$ cat config.mk
export PLATFORM = sky130hd
export DESIGN_NAME = uart_irq_ctrl
export DESIGN_NICKNAME = d
export VERILOG_FILES = /design/src/rtl/uart_irq_pkg.sv /design/src/rtl/uart_irq_level.sv /design/src/rtl/uart_irq_src.sv /design/src/rtl/uart_irq_regs.sv /design/src/rtl/uart_irq_ctrl.sv
export SDC_FILE = /design/constraint.sdc
export NUM_CORES = 1
export LEC_CHECK = 0
export ABC_AREA = 1
export BUFFER_PORTS_ARGS = -buffer_cell sky130_fd_sc_hd__buf_2
export CAP_MARGIN = 20
export CORE_UTILIZATION = 28
export CTS_BUF_LIST = sky130_fd_sc_hd__clkbuf_8
export DETAILED_ROUTE_END_ITERATION = 7
export PLACE_DENSITY = 0.61
export SYNTH_ARGS = -nofsm -noshare
export SYNTH_HDL_FRONTEND = slang
export SYNTH_SLANG_ARGS = --single-unit
$ cat constraint.sdc
create_clock -name clk -period 3.2 [get_ports clk]
set_clock_uncertainty 0.1 [all_clocks]
set_input_delay 0.32 -clock clk [delete_from_list [all_inputs] [get_ports clk]]
set_output_delay 0.32 -clock clk [all_outputs]
set_load 0.01 [all_outputs]
$ cat src/rtl/uart_irq_pkg.sv
package uart_irq_pkg;

    localparam int unsigned SRC_N    = 4;
    localparam int unsigned TRIG_W   = 3;
    localparam int unsigned MAX_MULT = 32;
    localparam logic [1:0]  RXMODE_DMA = 2'd2;

    // Bit order of the source vector: rxd = bit 0 ... modem = bit 3
    typedef struct packed {
        logic modem;
        logic txd;
        logic err;
        logic rxd;
    } src_t;

    function automatic int unsigned trig_mult(input int unsigned cls);
        case (cls)
            0:       return 32;
            1, 4:    return 8;
            2, 3:    return 2;
            default: return 0;
        endcase
    endfunction

endpackage

$ cat src/rtl/uart_irq_level.sv
module uart_irq_level
    import uart_irq_pkg::*;
#(
    parameter int unsigned CLASS = 0,
    parameter int unsigned BIAS  = 0,
    parameter int unsigned LVL_W = 10
) (
    input  logic [TRIG_W-1:0] field_i,
    output logic [LVL_W-1:0]  level_o
);
    localparam int unsigned MULT = trig_mult(CLASS);

    logic [LVL_W-1:0] biased;

    assign biased  = LVL_W'(field_i) + LVL_W'(BIAS);
    assign level_o = biased * LVL_W'(MULT);

endmodule

$ cat src/rtl/uart_irq_src.sv
module uart_irq_src
    import uart_irq_pkg::*;
#(
    parameter int unsigned CNT_W = 8,
    parameter int unsigned LVL_W = 10
) (
    input  logic             fifo_en_i,
    input  logic             rx_tmo_en_i,
    input  logic [1:0]       rx_mode_i,
    input  logic [CNT_W-1:0] tx_count_i,
    input  logic [CNT_W-1:0] rx_count_i,
    input  logic [LVL_W-1:0] tx_level_i,
    input  logic [LVL_W-1:0] rx_level_i,
    input  logic             rx_hold_valid_i,
    input  logic             tx_byte_i,
    input  logic             rx_read_i,
    input  logic             rx_ovf_i,
    input  logic             modem_evt_i,
    output src_t             set_o,
    output logic             rx_hit_o,
    output logic             dma_idle_o
);
    localparam int unsigned CMP_W = (CNT_W > LVL_W) ? CNT_W : LVL_W;

    logic [CMP_W-1:0] tx_c, rx_c, tx_l, rx_l;
    logic             rx_empty;
    logic             tx_low, rx_high, rx_any;

    assign tx_c = CMP_W'(tx_count_i);
    assign rx_c = CMP_W'(rx_count_i);
    assign tx_l = CMP_W'(tx_level_i);
    assign rx_l = CMP_W'(rx_level_i);

    assign rx_empty = (rx_count_i == '0);
    assign tx_low   = (tx_c <= tx_l);
    assign rx_high  = (rx_c >= rx_l);
    assign rx_any   = !rx_empty && !rx_tmo_en_i;

    always_comb begin
        set_o    = '0;
        rx_hit_o = 1'b0;
        if (fifo_en_i) begin
            set_o.txd = tx_low;
            rx_hit_o  = rx_high || rx_any;
            set_o.rxd = rx_hit_o;
        end else begin
            set_o.rxd = rx_hold_valid_i;
        end
        if (tx_byte_i)
            set_o.txd = 1'b1;
        set_o.err   = rx_ovf_i || (rx_read_i && fifo_en_i && rx_empty);
        set_o.modem = modem_evt_i;
    end

    assign dma_idle_o = (rx_mode_i == RXMODE_DMA) && rx_empty;

endmodule

$ cat src/rtl/uart_irq_regs.sv
module uart_irq_regs
    import uart_irq_pkg::*;
(
    input  logic             clk,
    input  logic             rst,
    input  src_t             set_i,
    input  logic             clr_wr_i,
    input  logic             mask_wr_i,
    input  logic [SRC_N-1:0] wdata_i,
    input  logic             rx_hit_i,
    input  logic             dma_idle_i,
    output logic [SRC_N-1:0] src_o,
    output logic [SRC_N-1:0] mask_o,
    output logic [SRC_N-1:0] pend_o,
    output logic             irq_o,
    output logic             dma_busy_o,
    output logic             tmo_cancel_o
);
    logic [SRC_N-1:0] set_v, clr_v, src_q, src_d, mask_q, mask_d, pend_q, pend_d;
    logic             irq_q, dma_q, tmo_q;

    assign set_v  = set_i;
    assign clr_v  = clr_wr_i ? wdata_i : '0;
    assign mask_d = mask_wr_i ? wdata_i : mask_q;

    for (genvar b = 0; b < SRC_N; b++) begin : g_bit
        // a set condition outranks a clear write in the same cycle
        assign src_d[b]  = set_v[b] | (src_q[b] & ~clr_v[b]);
        assign pend_d[b] = src_d[b] & ~mask_d[b];
    end

    always_ff @(posedge clk) begin
        if (rst) begin
            src_q  <= '0;
            mask_q <= '0;
            pend_q <= '0;
            irq_q  <= 1'b0;
            dma_q  <= 1'b0;
            tmo_q  <= 1'b0;
        end else begin
            src_q  <= src_d;
            mask_q <= mask_d;
            pend_q <= pend_d;
            irq_q  <= |pend_d;
            dma_q  <= dma_idle_i;
            tmo_q  <= rx_hit_i;
        end
    end

    assign src_o        = src_q;
    assign mask_o       = mask_q;
    assign pend_o       = pend_q;
    assign irq_o        = irq_q;
    assign dma_busy_o   = dma_q;
    assign tmo_cancel_o = tmo_q;

endmodule

$ cat src/rtl/uart_irq_ctrl.sv
module uart_irq_ctrl
    import uart_irq_pkg::*;
#(
    parameter int unsigned CHAN_CLASS = 0,
    parameter int unsigned CNT_W      = 8
) (
    input  logic              clk,
    input  logic              rst,
    input  logic              fifo_en_i,
    input  logic              rx_tmo_en_i,
    input  logic [1:0]        rx_mode_i,
    input  logic [TRIG_W-1:0] tx_trig_i,
    input  logic [TRIG_W-1:0] rx_trig_i,
    input  logic [CNT_W-1:0]  tx_count_i,
    input  logic [CNT_W-1:0]  rx_count_i,
    input  logic              rx_hold_valid_i,
    input  logic              tx_byte_i,
    input  logic              rx_read_i,
    input  logic              rx_ovf_i,
    input  logic              modem_evt_i,
    input  logic              src_wr_i,
    input  logic              pend_wr_i,
    input  logic              mask_wr_i,
    input  logic [SRC_N-1:0]  wdata_i,
    output logic [SRC_N-1:0]  src_pend_o,
    output logic [SRC_N-1:0]  mask_o,
    output logic [SRC_N-1:0]  pend_o,
    output logic              irq_o,
    output logic              rx_dma_busy_o,
    output logic              tmo_cancel_o
);
    localparam int unsigned LVL_W = TRIG_W + 1 + $clog2(MAX_MULT + 1);

    logic [LVL_W-1:0] tx_level, rx_level;
    src_t             set_vec;
    logic             rx_hit, dma_idle;

    uart_irq_level #(.CLASS(CHAN_CLASS), .BIAS(0), .LVL_W(LVL_W)) u_tx_lvl (
        .field_i (tx_trig_i),
        .level_o (tx_level)
    );

    uart_irq_level #(.CLASS(CHAN_CLASS), .BIAS(1), .LVL_W(LVL_W)) u_rx_lvl (
        .field_i (rx_trig_i),
        .level_o (rx_level)
    );

    uart_irq_src #(.CNT_W(CNT_W), .LVL_W(LVL_W)) u_src (
        .fifo_en_i       (fifo_en_i),
        .rx_tmo_en_i     (rx_tmo_en_i),
        .rx_mode_i       (rx_mode_i),
        .tx_count_i      (tx_count_i),
        .rx_count_i      (rx_count_i),
        .tx_level_i      (tx_level),
        .rx_level_i      (rx_level),
        .rx_hold_valid_i (rx_hold_valid_i),
        .tx_byte_i       (tx_byte_i),
        .rx_read_i       (rx_read_i),
        .rx_ovf_i        (rx_ovf_i),
        .modem_evt_i     (modem_evt_i),
        .set_o           (set_vec),
        .rx_hit_o        (rx_hit),
        .dma_idle_o      (dma_idle)
    );

    uart_irq_regs u_regs (
        .clk          (clk),
        .rst          (rst),
        .set_i        (set_vec),
        .clr_wr_i     (src_wr_i || pend_wr_i),
        .mask_wr_i    (mask_wr_i),
        .wdata_i      (wdata_i),
        .rx_hit_i     (rx_hit),
        .dma_idle_i   (dma_idle),
        .src_o        (src_pend_o),
        .mask_o       (mask_o),
        .pend_o       (pend_o),
        .irq_o        (irq_o),
        .dma_busy_o   (rx_dma_busy_o),
        .tmo_cancel_o (tmo_cancel_o)
    );

endmodule

After elaboration in Yosys (flattened, before gate mapping)
Cells that the tools add are included.
Storage, ports and cells
  flip-flop bits (word level): 15
  output and inout port bits: 15
Cells by class
  add/sub/neg operators: 1
  magnitude comparators: 2
  eq/ne operators: 1
  muxes and demuxes: 5
  bitwise gates (word level): 21
  reductions and logical operators: 12
Operators by type and width (count)
  greater-or-equal comparator 8 x 9 -> 1 bit: 1
  inverter 1 bit: 9
  bitwise AND 1 bit: 8
  <= comparator 8 bit: 1
  zero test 8 bit: 1
  two-way mux 4 bit: 2
  adder 3 x 1 -> 4 bit (second input constant): 1
  logical AND 1 bit: 4
  OR 1 bit: 4
  OR reduction 4 bit: 1
  logical OR 1 bit: 3
  two-way mux 1 bit: 3
  equality test 2 bit (second input constant): 1
  zero test 1 bit: 2
  OR reduction 2 bit: 1

Logic depth before layout (Yosys ltp)
  word-level depth: 8
  gate-level depth with buffers: 13
  gate-level depth less buffers: 13

By module
From an unflattened synthesis, not the netlist that was laid out.
Second synthesis, totals
  cells, all modules: 206
  area, all modules: 1313.8 um^2
By module, submodules not included
  uart_irq_src: instances 1, cells an instance 101, area an instance 579.3 um^2
  uart_irq_regs: instances 1, cells an instance 75, area an instance 550.5 um^2
  uart_irq_level at u_rx_lvl: instances 1, cells an instance 16, area an instance 93.8 um^2
  uart_irq_level at u_tx_lvl: instances 1, cells an instance 11, area an instance 78.8 um^2
  uart_irq_ctrl: instances 1, cells an instance 3, area an instance 11.3 um^2

Least setup slack after synthesis
OpenSTA, ideal clock, no wires.
  path kind: in2reg
  from: in rx_trig_i[0]
  to: reg u_regs.irq_q, in the netlist u_regs.irq_o
  setup time: 0.115 ns
  data arrival time: 1.453 ns
  path slack: 1.532 ns
  stages: 13
  buffers on the path: 0
  cell sequence: ha_1 > xnor2_1 > ha_1 > nand2_1 > nand2_1 > nor2_1 > nand2_1 > nand2_1 > nand2_1 > nand2_2 > nand2_2 > nand2_2 > nand2_2
Between the ends
  longest elaborated chain between the ends: 7
Ends and longest elaborated chain
  start: declaration: RTL line uart_irq_ctrl.sv:13  | input logic [TRIG_W-1:0] rx_trig_i,
  adder 3 x 1 -> 4 bit: RTL line uart_irq_level.sv:15  | assign biased = LVL_W'(field_i) + LVL_W'(BIAS);
  greater-or-equal comparator 8 x 9 -> 1 bit: RTL line uart_irq_src.sv:36  | assign rx_high = (rx_c >= rx_l);
  logical OR 1 bit: RTL line uart_irq_src.sv:44  | rx_hit_o = rx_high || rx_any;
  two-way mux 1 bit: RTL line uart_irq_src.sv:42  | if (fifo_en_i) begin
  OR 1 bit: RTL line uart_irq_regs.sv:28  | assign src_d[b] = set_v[b] | (src_q[b] & ~clr_v[b]);
  bitwise AND 1 bit: RTL line uart_irq_regs.sv:29  | assign pend_d[b] = src_d[b] & ~mask_d[b];
  OR reduction 4 bit: RTL line uart_irq_regs.sv:44  | irq_q <= |pend_d;
  end signal: assignment: RTL line uart_irq_regs.sv:44
  end: declaration: RTL line uart_irq_regs.sv:20  | logic irq_q, dma_q, tmo_q;
No other way between the ends.
A chain may end at the register's enable or synchronous reset.

Final worst setup path
Same ends and word-level chain as after synthesis.

==> impl_metrics.json <==
{
  "worstMarginPinSlew_ps": 266,
  "slew_headroom": 0.818,
  "nNetsFinal": 236,
  "root_buffer": "clkbuf_8",
  "drc_errors": 6,
  "synth.cell_area_um2": 878,
  "hold_depth": 2,
  "drt-total-wl_um": 1830,
  "drive_gt1_frac": 0.367,
  "yosysTopAreaCell": "dfxtp_1",
  "grt_usage": 0.130,
  "path_cells": "buf_2 > ha_1 > xnor2_1 > ha_1 > nand2_1 > nand2_1 > nor2_1 > nand2_1 > nand2_1 > nand2_1 > nand2_2 > nand2_2 > nand2_2 > nand2_2",
  "min_path_type": "primary input to flip-flop",
  "drtPass1Iterations": 7,
  "h-tree-depth": 1,
  "grt_pass1_vias": 850,
  "cts_buffers": 3,
  "finalCritPeriodShare": 0.497,
  "final_area_um2": 1220,
  "final_antenna_net_count": 0,
  "status": "finished with violations",
  "path_clk_slew_ps": 60,
  "synthToLayoutAreaGrowth_pct": 39.0,
  "postSynthNetCount": 179,
  "fillers": 327,
  "syn_inst": 132,
  "stdcell_count": 219,
  "routed-wl-met3_um": 220,
  "dp_hpwl_um": 1600,
  "antenna_cells": 0,
  "max_clock_freq_mhz": 629,
  "die_x_um": 58.0,
  "setup_violations": 0,
  "place_area_um2": 1170,
  "dr_wl_met2_um": 800,
  "initial_core_util": 0.308,
  "ioPinCount": 55,
  "ys_warn_count": 0,
  "crit_path_top_delay_cell": "ha_1",
  "gp_congestion": 0.643,
  "synth_seq_cells": 15,
  "grt_start_max_net_pins": 11,
  "crit_family": "simple AND/OR/NAND/NOR gates",
  "cp.depth": 14,
  "die_h_um": 58.0,
  "ff2ff_path_depth": 8,
  "final_common_cell": "buf_2",
  "violations": "DRC",
  "post_cts_buffers": 0,
  "cts.sinks": 15,
  "setup-tns-final_ps": 0,
  "required_ps": 3240,
  "synth.avg_cell_area_um2": 6.65,
  "cap_violations": 0,
  "max_stage_delay_ps": 280,
  "cp_max_fo": 3,
  "portBuffers": 54,
  "drt-vias-per-instance": 4.07,
  "place_inst": 215,
  "top_layer": "met3",
  "rsz0062_at_grt": "false",
  "power_density_nw_per_um2": 387,
  "fin_crit_ps": 1590,
  "arrival_ps": 1630,
  "p_leak_nw": 0.780,
  "maxSlewViolCount": 0,
  "synth_top_cells_by_area": "dfxtp_1, nand2_1, inv_1",
  "coreArea_um2": 2850,
  "timing.critical_path.mode_cell": "nand2_1",
  "grt_pass1_wl_um": 3300,
  "wire_per_inst_um": 8.37,
  "dieArea_um2": 3370,
  "finalHoldViolCount": 0,
  "critPathCaptureType": "flip-flop",
  "cts_tree": "done",
  "insertion_delay_ps": 240,
  "grt_antenna_before_repair": 0,
  "drtIter0Drc": 26,
  "startpoint_type": "primary input",
  "layout_common_cells": "buf_2, nand2_1, inv_1, dfxtp_1, nor2_1",
  "synthDistinctLibCells": 21,
  "met1_length_um": 812,
  "clock_path_buffers": 2,
  "holdBufCountCts": 0,
  "crit_type": "primary input to flip-flop",
  "yosysSeqAreaShare": 0.342,
  "worst-path-buf-inv": 1,
  "netlist.area_leader.share": 0.342,
  "rows": 19,
  "dr_total_vias": 891,
  "cts_resized": 0,
  "gr-total-overflow": 0,
  "peakVddDrop_v": 0.000126
}
==> power by group <==
group	switching [mW]	internal [mW]
Combinational	0.0621	0.0540
Sequential	0.00506	0.202
Clock	0.0632	0.0860
Total	0.130	0.342
==> per-stage QoR <==
stage	power (mW)	setup slack, ps	util	hold WS (ps)
floorplan	0.280	1530	-	297
global placement	0.328	1360	0.412	387
detailed placement	0.328	1350	0.412	393
CTS	0.481	1610	0.428	130
global route	0.505	1490	0.428	123
finish	0.472	1610	0.428	134
==> worst paths after layout <==
check                                     start           endpoint  slack [ps]
worst min-delay path               rx_mode_i[0]  u_regs.dma_busy_o         130
worst max-delay path               rx_trig_i[0]       u_regs.irq_o        1610
worst max register to register  u_regs.src_o[2]       u_regs.irq_o        2120
worst min register to register  u_regs.src_o[3]    u_regs.src_o[3]         420
==> kinds of logic after synthesis <==
family	after synthesis	synth area share
flops	15	0.342
compound gates	9	0.0584
xor+xnor	1	0.00997
fa+ha+maj	7	0.0997
buf+inv	35	0.155
simple gates	63	0.312
mux	2	0.0228
==> cell type report <==
cell class              instances  area (um^2)  area share
clock inverters                 1         5.00     0.00410
clock buffers                   3         41.3      0.0338
flip-flops and latches         15          300       0.246
multi-input cells              82          442       0.362
inverters                      33          124       0.101
repair buffers                 54          270       0.221
well taps                      31         38.8      0.0318
==> state kept, by name, indices dropped and copies added, names as in the netlist <==
name                 cells
u_regs.tmo_cancel_o      1
u_regs.irq_o             1
u_regs.dma_busy_o        1
u_regs.src_o             4
u_regs.mask_o            4
u_regs.pend_o            4
==> worst register-to-register path, cell delays in order (launching register included) <==
cell and delay, ps:
dfxtp_1 310, o21ai_1 90, nand2_1 60, nand2_1 50, nand2_1 70, nand2_1 70
nand2_1 60, nor2_1 110, nand2_2 50
==> layer usage <==
layer / global-route usage / vias up
li1: - / 501
met1: 0.142 / 354
met2: 0.215 / 36
met3: 0.0491 / 0
met4: 0.0714 / 0
met5: 0 / -
==> cells in the mapped netlist (all sizes together) <==
| master | count |
|---|---|
| nor2 | 17 |
| xnor2 | 1 |
| nand3b | 1 |
| o21a | 1 |
| ha | 7 |
| mux2i | 2 |
| a21oi | 5 |
| buf | 2 |
| nor4 | 1 |
| inv | 33 |
| o21ai | 3 |
| nand3 | 3 |
| dfxtp | 15 |
| nand2 | 41 |
Power figures use the tool's default switching activity.
